==> src/rtl/banked_regfile_pkg.sv <==
package banked_regfile_pkg;

  typedef enum logic [3:0] {
    M_USR = 4'd0, M_FIQ = 4'd1, M_IRQ = 4'd2, M_SVC = 4'd3,
    M_ABT = 4'd4, M_UND = 4'd5, M_MON = 4'd6, M_HYP = 4'd7,
    M_SYS = 4'd8
  } mode_e;

  localparam int NUM_BANKS   = 8;
  localparam int NUM_LO_REGS = 5;
  localparam int BASE_FIQLO  = NUM_LO_REGS;
  localparam int BASE_SP     = 2 * NUM_LO_REGS;
  localparam int BASE_LR     = BASE_SP + NUM_BANKS;
  localparam int BASE_PSR    = BASE_LR + NUM_BANKS - 1 - 1;
  localparam int SLOT_ELR    = BASE_PSR + NUM_BANKS;
  localparam int NUM_SLOTS   = SLOT_ELR + 1;
  localparam int SLOT_W      = $clog2(NUM_SLOTS);

  localparam logic [4:0] RN_LO_FIRST = 5'd8;
  localparam logic [4:0] RN_LO_LAST  = 5'd12;
  localparam logic [4:0] RN_SP       = 5'd13;
  localparam logic [4:0] RN_LR       = 5'd14;
  localparam logic [4:0] RN_PSR      = 5'd16;
  localparam logic [4:0] RN_ELR      = 5'd17;

endpackage

==> src/rtl/bank_access_check.sv <==
module bank_access_check
  import banked_regfile_pkg::*;
(
  input  logic [3:0]        cur_mode,
  input  logic [3:0]        tgt_mode,
  input  logic [4:0]        regno,
  output logic              allowed,
  output logic [SLOT_W-1:0] slot
);

  logic             exists;
  logic             perm;
  logic [SLOT_W-1:0] bank;

  assign bank = SLOT_W'(tgt_mode[2:0]);

  always_comb begin
    exists = 1'b0;
    slot   = '0;
    if (tgt_mode < 4'd8) begin
      if (regno >= RN_LO_FIRST && regno <= RN_LO_LAST) begin
        if (tgt_mode == M_USR) begin
          exists = 1'b1;
          slot   = SLOT_W'(regno - RN_LO_FIRST);
        end else if (tgt_mode == M_FIQ) begin
          exists = 1'b1;
          slot   = SLOT_W'(BASE_FIQLO) + SLOT_W'(regno - RN_LO_FIRST);
        end
      end else if (regno == RN_SP) begin
        exists = 1'b1;
        slot   = SLOT_W'(BASE_SP) + bank;
      end else if (regno == RN_LR) begin
        exists = (tgt_mode != M_HYP);
        slot   = SLOT_W'(BASE_LR) + bank;
      end else if (regno == RN_PSR) begin
        exists = (tgt_mode != M_USR);
        slot   = SLOT_W'(BASE_PSR) + bank;
      end else if (regno == RN_ELR) begin
        exists = (tgt_mode == M_HYP);
        slot   = SLOT_W'(SLOT_ELR);
      end
    end
  end

  always_comb begin
    perm = (cur_mode <= 4'd8) && (cur_mode != tgt_mode);
    if (tgt_mode == M_USR) begin
      if (regno >= RN_LO_FIRST && regno <= RN_LO_LAST)
        perm = perm && (cur_mode == M_FIQ);
      else if (regno == RN_SP)
        perm = perm && (cur_mode != M_SYS);
      else if (regno == RN_LR)
        perm = perm && (cur_mode != M_HYP) && (cur_mode != M_SYS);
    end else if (tgt_mode == M_HYP) begin
      if (regno == RN_ELR)
        perm = perm && (cur_mode == M_HYP || cur_mode == M_MON);
      else
        perm = perm && (cur_mode == M_MON);
    end
  end

  assign allowed = exists && perm;

  always_comb begin
    assert_same_mode_R2: assert (!(allowed && cur_mode == tgt_mode));
    assert_slot_range_R9: assert (!allowed || slot < SLOT_W'(NUM_SLOTS));
  end

endmodule

==> src/rtl/bank_storage.sv <==
module bank_storage #(
  parameter int DATA_W = 32,
  parameter int NSLOT  = 33,
  localparam int IDX_W = $clog2(NSLOT)
) (
  input  logic              clk,
  input  logic              rst_n,
  input  logic              we,
  input  logic [IDX_W-1:0]  widx,
  input  logic [DATA_W-1:0] wdata,
  output logic [DATA_W-1:0] slots [NSLOT]
);

  for (genvar g = 0; g < NSLOT; g++) begin : g_slot
    always_ff @(posedge clk or negedge rst_n) begin
      if (!rst_n)
        slots[g] <= '0;
      else if (we && widx == IDX_W'(g))
        slots[g] <= wdata;
    end
  end

endmodule

==> src/rtl/banked_regfile.sv <==
module banked_regfile
  import banked_regfile_pkg::*;
#(
  parameter int DATA_W = 32
) (
  input  logic              clk,
  input  logic              rst_n,
  input  logic [3:0]        cur_mode,
  input  logic              req_valid,
  input  logic              req_write,
  input  logic [3:0]        req_tgt,
  input  logic [4:0]        req_regno,
  input  logic [DATA_W-1:0] req_wdata,
  output logic              rd_valid,
  output logic [DATA_W-1:0] rd_data,
  output logic              undef
);

  logic              allowed;
  logic [SLOT_W-1:0] slot;
  logic              wr_en;
  logic [DATA_W-1:0] slots [NUM_SLOTS];

  bank_access_check u_check (
    .cur_mode (cur_mode),
    .tgt_mode (req_tgt),
    .regno    (req_regno),
    .allowed  (allowed),
    .slot     (slot)
  );

  assign wr_en = req_valid && req_write && allowed;

  bank_storage #(.DATA_W(DATA_W), .NSLOT(NUM_SLOTS)) u_store (
    .clk   (clk),
    .rst_n (rst_n),
    .we    (wr_en),
    .widx  (slot),
    .wdata (req_wdata),
    .slots (slots)
  );

  assign undef    = req_valid && !allowed;
  assign rd_valid = req_valid && !req_write && allowed;
  assign rd_data  = rd_valid ? slots[slot] : '0;

  assert_flags_excl_R10: assert property (@(posedge clk) disable iff (!rst_n)
    $onehot0({rd_valid, undef}));

  assert_rejected_read_zero_R10: assert property (@(posedge clk) disable iff (!rst_n)
    undef |-> rd_data == '0);

  assert_rejected_write_hold_R10: assert property (@(posedge clk) disable iff (!rst_n)
    (undef && req_write) |=> $stable(slots[slot]));

  assert_write_lands_R11: assert property (@(posedge clk) disable iff (!rst_n)
    wr_en |=> slots[$past(slot)] == $past(req_wdata));

  assert_idle_quiet_R12: assert property (@(posedge clk) disable iff (!rst_n)
    !req_valid |-> (!undef && !rd_valid && rd_data == '0));

  assert_same_mode_undef_R2: assert property (@(posedge clk) disable iff (!rst_n)
    (req_valid && cur_mode == req_tgt) |-> undef);

endmodule

==> config.mk <==
export PLATFORM = sky130hd
export DESIGN_NAME = banked_regfile
export DESIGN_NICKNAME = d
export VERILOG_FILES = /design/src/rtl/banked_regfile_pkg.sv /design/src/rtl/bank_access_check.sv /design/src/rtl/bank_storage.sv /design/src/rtl/banked_regfile.sv
export SDC_FILE = /design/constraint.sdc
export NUM_CORES = 2
export LEC_CHECK = 0
export ABC_CLOCK_PERIOD_IN_PS = 3200
export BUFFER_PORTS_ARGS = -buffer_cell sky130_fd_sc_hd__buf_2
export CAP_MARGIN = 20
export CORE_MARGIN = 4
export CORE_UTILIZATION = 52
export DETAILED_ROUTE_END_ITERATION = 12
export GPL_TIMING_DRIVEN = 0
export PLACE_DENSITY_LB_ADDON = 0.08
export SYNTH_ARGS = -nofsm -noshare
export SYNTH_HDL_FRONTEND = slang
export SYNTH_SLANG_ARGS = --single-unit
==> constraint.sdc <==
create_clock -name clk -period 3.2 [get_ports clk]
set_input_delay 0.16 -clock clk [delete_from_list [all_inputs] [get_ports clk]]
set_output_delay 0.16 -clock clk [all_outputs]
set_load 0.02 [all_outputs]
# Word-level counts from Yosys, hierarchy flattened

Cells that the tools add are included.

Bits in registers: 1056
Input port bits: 49
Output and inout bits: 34

Add/subtract/negate cells: 5
Order comparisons: 5
Equal/unequal tests: 45
Multiplexer cells: 26
Bitwise operators: 1
Reduce and logical (&&, ||, !) cells: 53

Operators by type and width:

| operator                                                                            | count |
|---|---|
| 32-bit binary-select mux with 6-bit select                                          | 1 |
| 6-bit by 5-bit equality test with 1-bit output, second input constant               | 16 |
| 32-bit 2-to-1 mux                                                                   | 3 |
| 6-bit by 4-bit equality test with 1-bit output, second input constant               | 8 |
| 6-bit 2-to-1 mux                                                                    | 8 |
| 1-bit logical AND                                                                   | 47 |
| 6-bit by 3-bit equality test with 1-bit output, second input constant               | 4 |
| 1-bit 2-to-1 mux                                                                    | 14 |
| 5-bit by 3-bit adder with 6-bit output, first input constant                        | 2 |
| 4-bit by 3-bit equality test with 1-bit output, second input constant               | 3 |
| 6-bit by 2-bit equality test with 1-bit output, second input constant               | 2 |
| 5-bit by 4-bit equality test with 1-bit output, second input constant               | 2 |
| 5-bit equality test, second input constant                                          | 2 |
| 4-bit by 1-bit equality test with 1-bit output, second input constant               | 2 |
| 4-bit by 3-bit != test with 1-bit output, second input constant                     | 2 |
| 7-bit greater-or-equal comparator, second input constant                            | 1 |
| 6-bit inverter with 7-bit output                                                    | 1 |
| 3-bit by 6-bit adder with 6-bit output, first input constant                        | 1 |
| 6-bit by 1-bit equality test with 1-bit output, second input constant               | 1 |
| 6-bit equality test, second input constant                                          | 1 |
| 6-bit logical NOT                                                                   | 1 |
| 5-bit by 4-bit subtractor with 6-bit output, second input constant                  | 1 |
| 4-bit by 3-bit adder with 5-bit output, first input constant                        | 1 |
| 5-bit by 4-bit greater-or-equal comparator with 1-bit output, second input constant | 1 |
| 9 further kinds                                                                     | 10 |

# Logic depth before layout (Yosys ltp)

Depth in word-level cells: 12
Mapped depth: 15

# By module

Synthesis repeated with hierarchy kept, for this count alone.

Cells, all modules: 3461
Area, all modules: 49456.2 um^2

Modules (own cells, without submodules):

| module            | instances | cells an instance | area an instance (um^2) | seq. area each (um^2) |
|---|---|---|---|---|
| bank_storage      | 1         | 2367              | 39575.5                 | 26425.3 |
| banked_regfile    | 1         | 1004              | 9165.0                  | 0.0 |
| bank_access_check | 1         | 90                | 715.7                   | 0.0 |

# Worst setup path after synthesis

No wires, ideal clock.

Kind: input-to-output
Start point: input req_regno[0]
End point: output rd_data[7]
Arrival: 3015 ps
Path slack: 25 ps
Cell stages on the path: 12
Buffers on the path: 3
Path through: inv_1 -> ha_1 -> or2_2 -> a21oi_1 -> o21a_1 -> buf_2 -> clkbuf_1 -> clkbuf_1 -> nand2_1 -> a311oi_1 -> a31oi_1 -> a211oi_1

Cells in the longest elaborated chain, start to end: 12
Elaborated cells on any way between the ends: 36

Ends and longest elaborated chain:

| item                                                                                                 | RTL line             | text |
|---|---|---|
| start, declared                                                                                      | banked_regfile.sv:12 | `input logic [4:0] req_regno,` |
| parallel branches: the longest is 11 deep, another holds 5-bit by 4-bit subtractor with 6-bit output | --                   |  |
| 32-bit 2-to-1 mux *                                                                                  | banked_regfile.sv:45 | `assign rd_data = rd_valid ? slots[slot] : '0;` |
| end, declared                                                                                        | banked_regfile.sv:15 | `output logic [DATA_W-1:0] rd_data,` |

Every way passes the cells marked *. The select of a mux whose other input is x is not followed.

# Final worst setup path

Start point: input req_tgt[2]
End point: output rd_data[1]

Cells in the longest elaborated chain, start to end: 11
Elaborated cells on any way between the ends: 45

Ends and longest elaborated chain:

| item                                                                                       | RTL line                                         | text |
|---|---|---|
| start, declared                                                                            | banked_regfile.sv:11                             | `input logic [3:0] req_tgt,` |
| 5-bit by 3-bit adder with 6-bit output or 4-bit != test (tied branches)                    | bank_access_check.sv:37, bank_access_check.sv:46 |  |
| 6-bit 2-to-1 mux or 1-bit logical AND (tied branches)                                      | bank_access_check.sv:35, bank_access_check.sv:46 |  |
| 6-bit 2-to-1 mux or 1-bit logical AND (tied branches)                                      | bank_access_check.sv:32, bank_access_check.sv:53 |  |
| 6-bit 2-to-1 mux or 1-bit logical AND (tied branches)                                      | bank_access_check.sv:29, bank_access_check.sv:53 |  |
| 6-bit 2-to-1 mux or 1-bit 2-to-1 mux (tied branches)                                       | bank_access_check.sv:21, bank_access_check.sv:52 |  |
| 6-bit 2-to-1 mux or 1-bit 2-to-1 mux (tied branches)                                       | bank_access_check.sv:20, bank_access_check.sv:50 |  |
| 6-bit inverter with 7-bit output (implied by the code) or 1-bit 2-to-1 mux (tied branches) | banked_regfile.sv:45, bank_access_check.sv:48    |  |
| 32-bit binary-select mux with 6-bit select or 1-bit 2-to-1 mux (tied branches)             | banked_regfile.sv:45, bank_access_check.sv:47    |  |
| 32-bit 2-to-1 mux (implied by the code) or 1-bit logical AND (tied branches)               | banked_regfile.sv:45, bank_access_check.sv:62    |  |
| 32-bit 2-to-1 mux (implied by the code) or 1-bit logical AND (tied branches)               | banked_regfile.sv:45, banked_regfile.sv:44       |  |
| 32-bit 2-to-1 mux *                                                                        | banked_regfile.sv:45                             |  |

Every way passes the cells marked *; elsewhere a longest branch is shown, timed or not. The select of a mux whose other input is x is not followed.

==> impl_metrics.ini <==
[layout]
fillCellCount = 7322
regMostFlops = u_store.slots
stdcell_count = 6250
final_area_sq_um = 63000
nets = 4939
layout-drive-gt1-share_pct = 41.4
largest_reg_flops = 1056
final_util_pct = 66.0
areaGrowthSynthToFinish_pct = 25.4
reg.largest.list = u_store.slots: 1056 flops

[global_route]
grt_pass1_wl_microns = 297000
grt_overflow_total = 0
grt_max_degree = 164
antenna_found_initial = 18
grt_pass1_vias = 38913
track_usage_pct = 41.0

[pwr]
fin_total_pwr_mw = 30.6
p_leak_nw = 29.9
p_per_area_nw_per_um2 = 487
irDropWorstVdd_mv = 0.463

[sta]
rsz0062_at_grt = true
fin_crit_sh_pct = 112
maxSlewHeadroom_pct = 16.3
fin_crit_ns = 3.59
setup_viol = 118
holdWs_ns = 0.0225
setup_tns_ns = -8.07
fin_skew_ns = 0
finalHoldViolCount = 0
slew_viol_final = 0
tightestPinTransition_ns = 1.26
layout_setup_ws_ns = -0.390
fmax_ghz = 0.279

[synthesis]
synth_cells = 4470
synth_edf_count = 0
syn_nets = 4527
synth.avg_cell_area_sq_um = 11.2
ys_seq_area_share_pct = 52.6
syn_area_sq_um = 50200
ys_types = 72
ys_seq_elements = 1056
synth_warnings = 0
synth_ff_type = dfrtp_1
async_flop_share_pct = 100

[critical_path]
cp_max_fo = 10
start_kind = input port
critPathMaxStageDelay_ns = 0.49
cp_cell_sequence = buf_8 -> or3_4 -> a311o_2 -> a21o_1 -> o21a_4 -> buf_12 -> clkbuf_16 -> clkbuf_16 -> nand2_1 -> nand3_1 -> nand3_1 -> nand4_1 -> and3_4 -> buf_6
endpoint_kind = primary output
critical_path_required_ns = 3.04
critPathSlowestCell = nand4_1
cp.arrival_ns = 3.43
crit_type = input port to primary output

[floorplanning]
core_area_sq_um = 95400
dieArea_sq_um = 102000
num_rows = 113
die_height_microns = 319
pin_count = 83
fp.dieW_microns = 319
initial_core_util_pct = 52.6

[outcome]
violations = negative setup slack
status = finished with violations

[clocking]
cts.sinks = 1056
cts_tree = built
clockBufferDepth = 3
clk_pin_slew_ns = 0.06
root_buffer = clkbuf_16
cts_made_buffers = 114
htreeDepth = 3
clkLatencyLatePin_ns = 0.72

[place]
post_dp_cell_area_sq_um = 52600
routabilityCongestion = 0.997
dp_cells = 5841
port_buffers = 81
pre_cts_ws_ns = -2.78
place_hpwl_microns = 149000

[drt]
wl_per_cell_microns = 34.8
dr.first_iter.drc_count = 6020
drtPass1Iterations = 9
ant_nets = 0
vias = 41345
via_per_inst = 6.62
drc = 0
wl_microns = 217000

[flow_run]
cap_viol_max_count = 0

[hold_path]
hp-class = input port to async pin
==> path summary, 6_finish.rpt <==
| path | start | to | slack [ns] | cells after the start |
|---|---|---|---|---|
| worst max-delay path | req_tgt[2] | rd_data[1] | -0.39 | 14 |
| worst min-delay path | rst_n | u_store.slots[136] | 0.02 | 2 |
| worst max register to register | u_store.slots[85] | u_store.slots[85] | 2.34 | 1 |
| worst min register to register | u_store.slots[589] | u_store.slots[589] | 0.49 | 1 |
| max in group asynchronous | rst_n | u_store.slots[914] | 1.33 | 4 |
| min in group clk | req_wdata[20] | u_store.slots[84] | 0.35 | 3 |
==> cell usage in the layout (no fill, tap or decap), types with 67 or more instances in the layout <==
| master | count |
|---|---|
| mux2_1 | 88 |
| dfrtp_1 | 1056 |
| buf_12 | 67 |
| buf_4 | 151 |
| nand3_1 | 404 |
| clkbuf_1 | 136 |
| nand2_1 | 888 |
| mux2_2 | 968 |
| clkbuf_16 | 138 |
| buf_6 | 81 |
| buf_2 | 143 |
==> worst max-delay path: cells and delay by family <==
family	cells	cell delay [ns]
AOI/OAI and AO/OA	3	0.84
and+or+nand+nor	6	1.61
buffers and inverters	5	0.81
==> report_power, final <==
part / leakage (nW) / internal, mW / switching [mW] / total [mW]
registers: 14.7 / 13.6 / 0.115 / 13.7
logic: 13.3 / 1.10 / 2.40 / 3.50
clock network: 1.84 / 7.74 / 5.71 / 13.5
total: 29.9 / 22.4 / 8.23 / 30.6
==> per-layer routing <==
layer / global-route usage, % / up-vias / part of all wire, %
li1: - / 16600 / -
met1: 56.4 / 21334 / 38
met2: 57.5 / 2716 / 42
met3: 14.5 / 683 / 13
met4: 20.9 / 12 / 6.4
met5: 0 / - / 0.037
==> synth_stat cells (all sizes together) (23+ instances only) <==
cell type	n	area (sq um)
and3	58	363
a32oi	27	236
nor2	34	140
a311oi	56	490
nor4b	30	263
dfrtp	1056	26400
nand4	28	175
mux2	1056	11900
nor3	23	176
nand2	923	3470
a21oi	70	354
buf	185	995
nand3	487	2440
a31oi	34	219
clkbuf	226	848
a211oi	41	308
==> final cells by class <==
class | count | area (sq um) | area share, %
clock inverters | 29 | 349 | 0.554
multi-input cells | 2999 | 24400 | 38.7
well taps | 1265 | 1580 | 2.51
plain buffers | 407 | 3530 | 5.60
inverters | 5 | 56.3 | 0.0894
flip-flops and latches | 1056 | 26400 | 42.0
diodes | 11 | 27.5 | 0.0437
clock buffers | 179 | 3400 | 5.40
repair buffers | 299 | 3240 | 5.15
==> logic make-up after synthesis <==
group                      synth area share (%)
AOI/OAI and AO/OA                          4.18
xor gates and xnor gates                 0.0698
adders and majority gates                 0.199
buffers and inverters                      3.71
DFF                                        52.6
muxes                                      24.1
and+or+nand+nor                            15.1
==> timing repair <==
item | 4_1_cts | 5_1_grt
resized for setup | 655 | 569
buffers inserted | 49 | 99
hold buffers | 33 | 0
cloned | 3 | 9
endpoints found under the setup margin | 1009 | 426
pin swaps | 52 | 143
hold endpoints to repair | 250 | 0
Power figures use the tool's default switching activity.
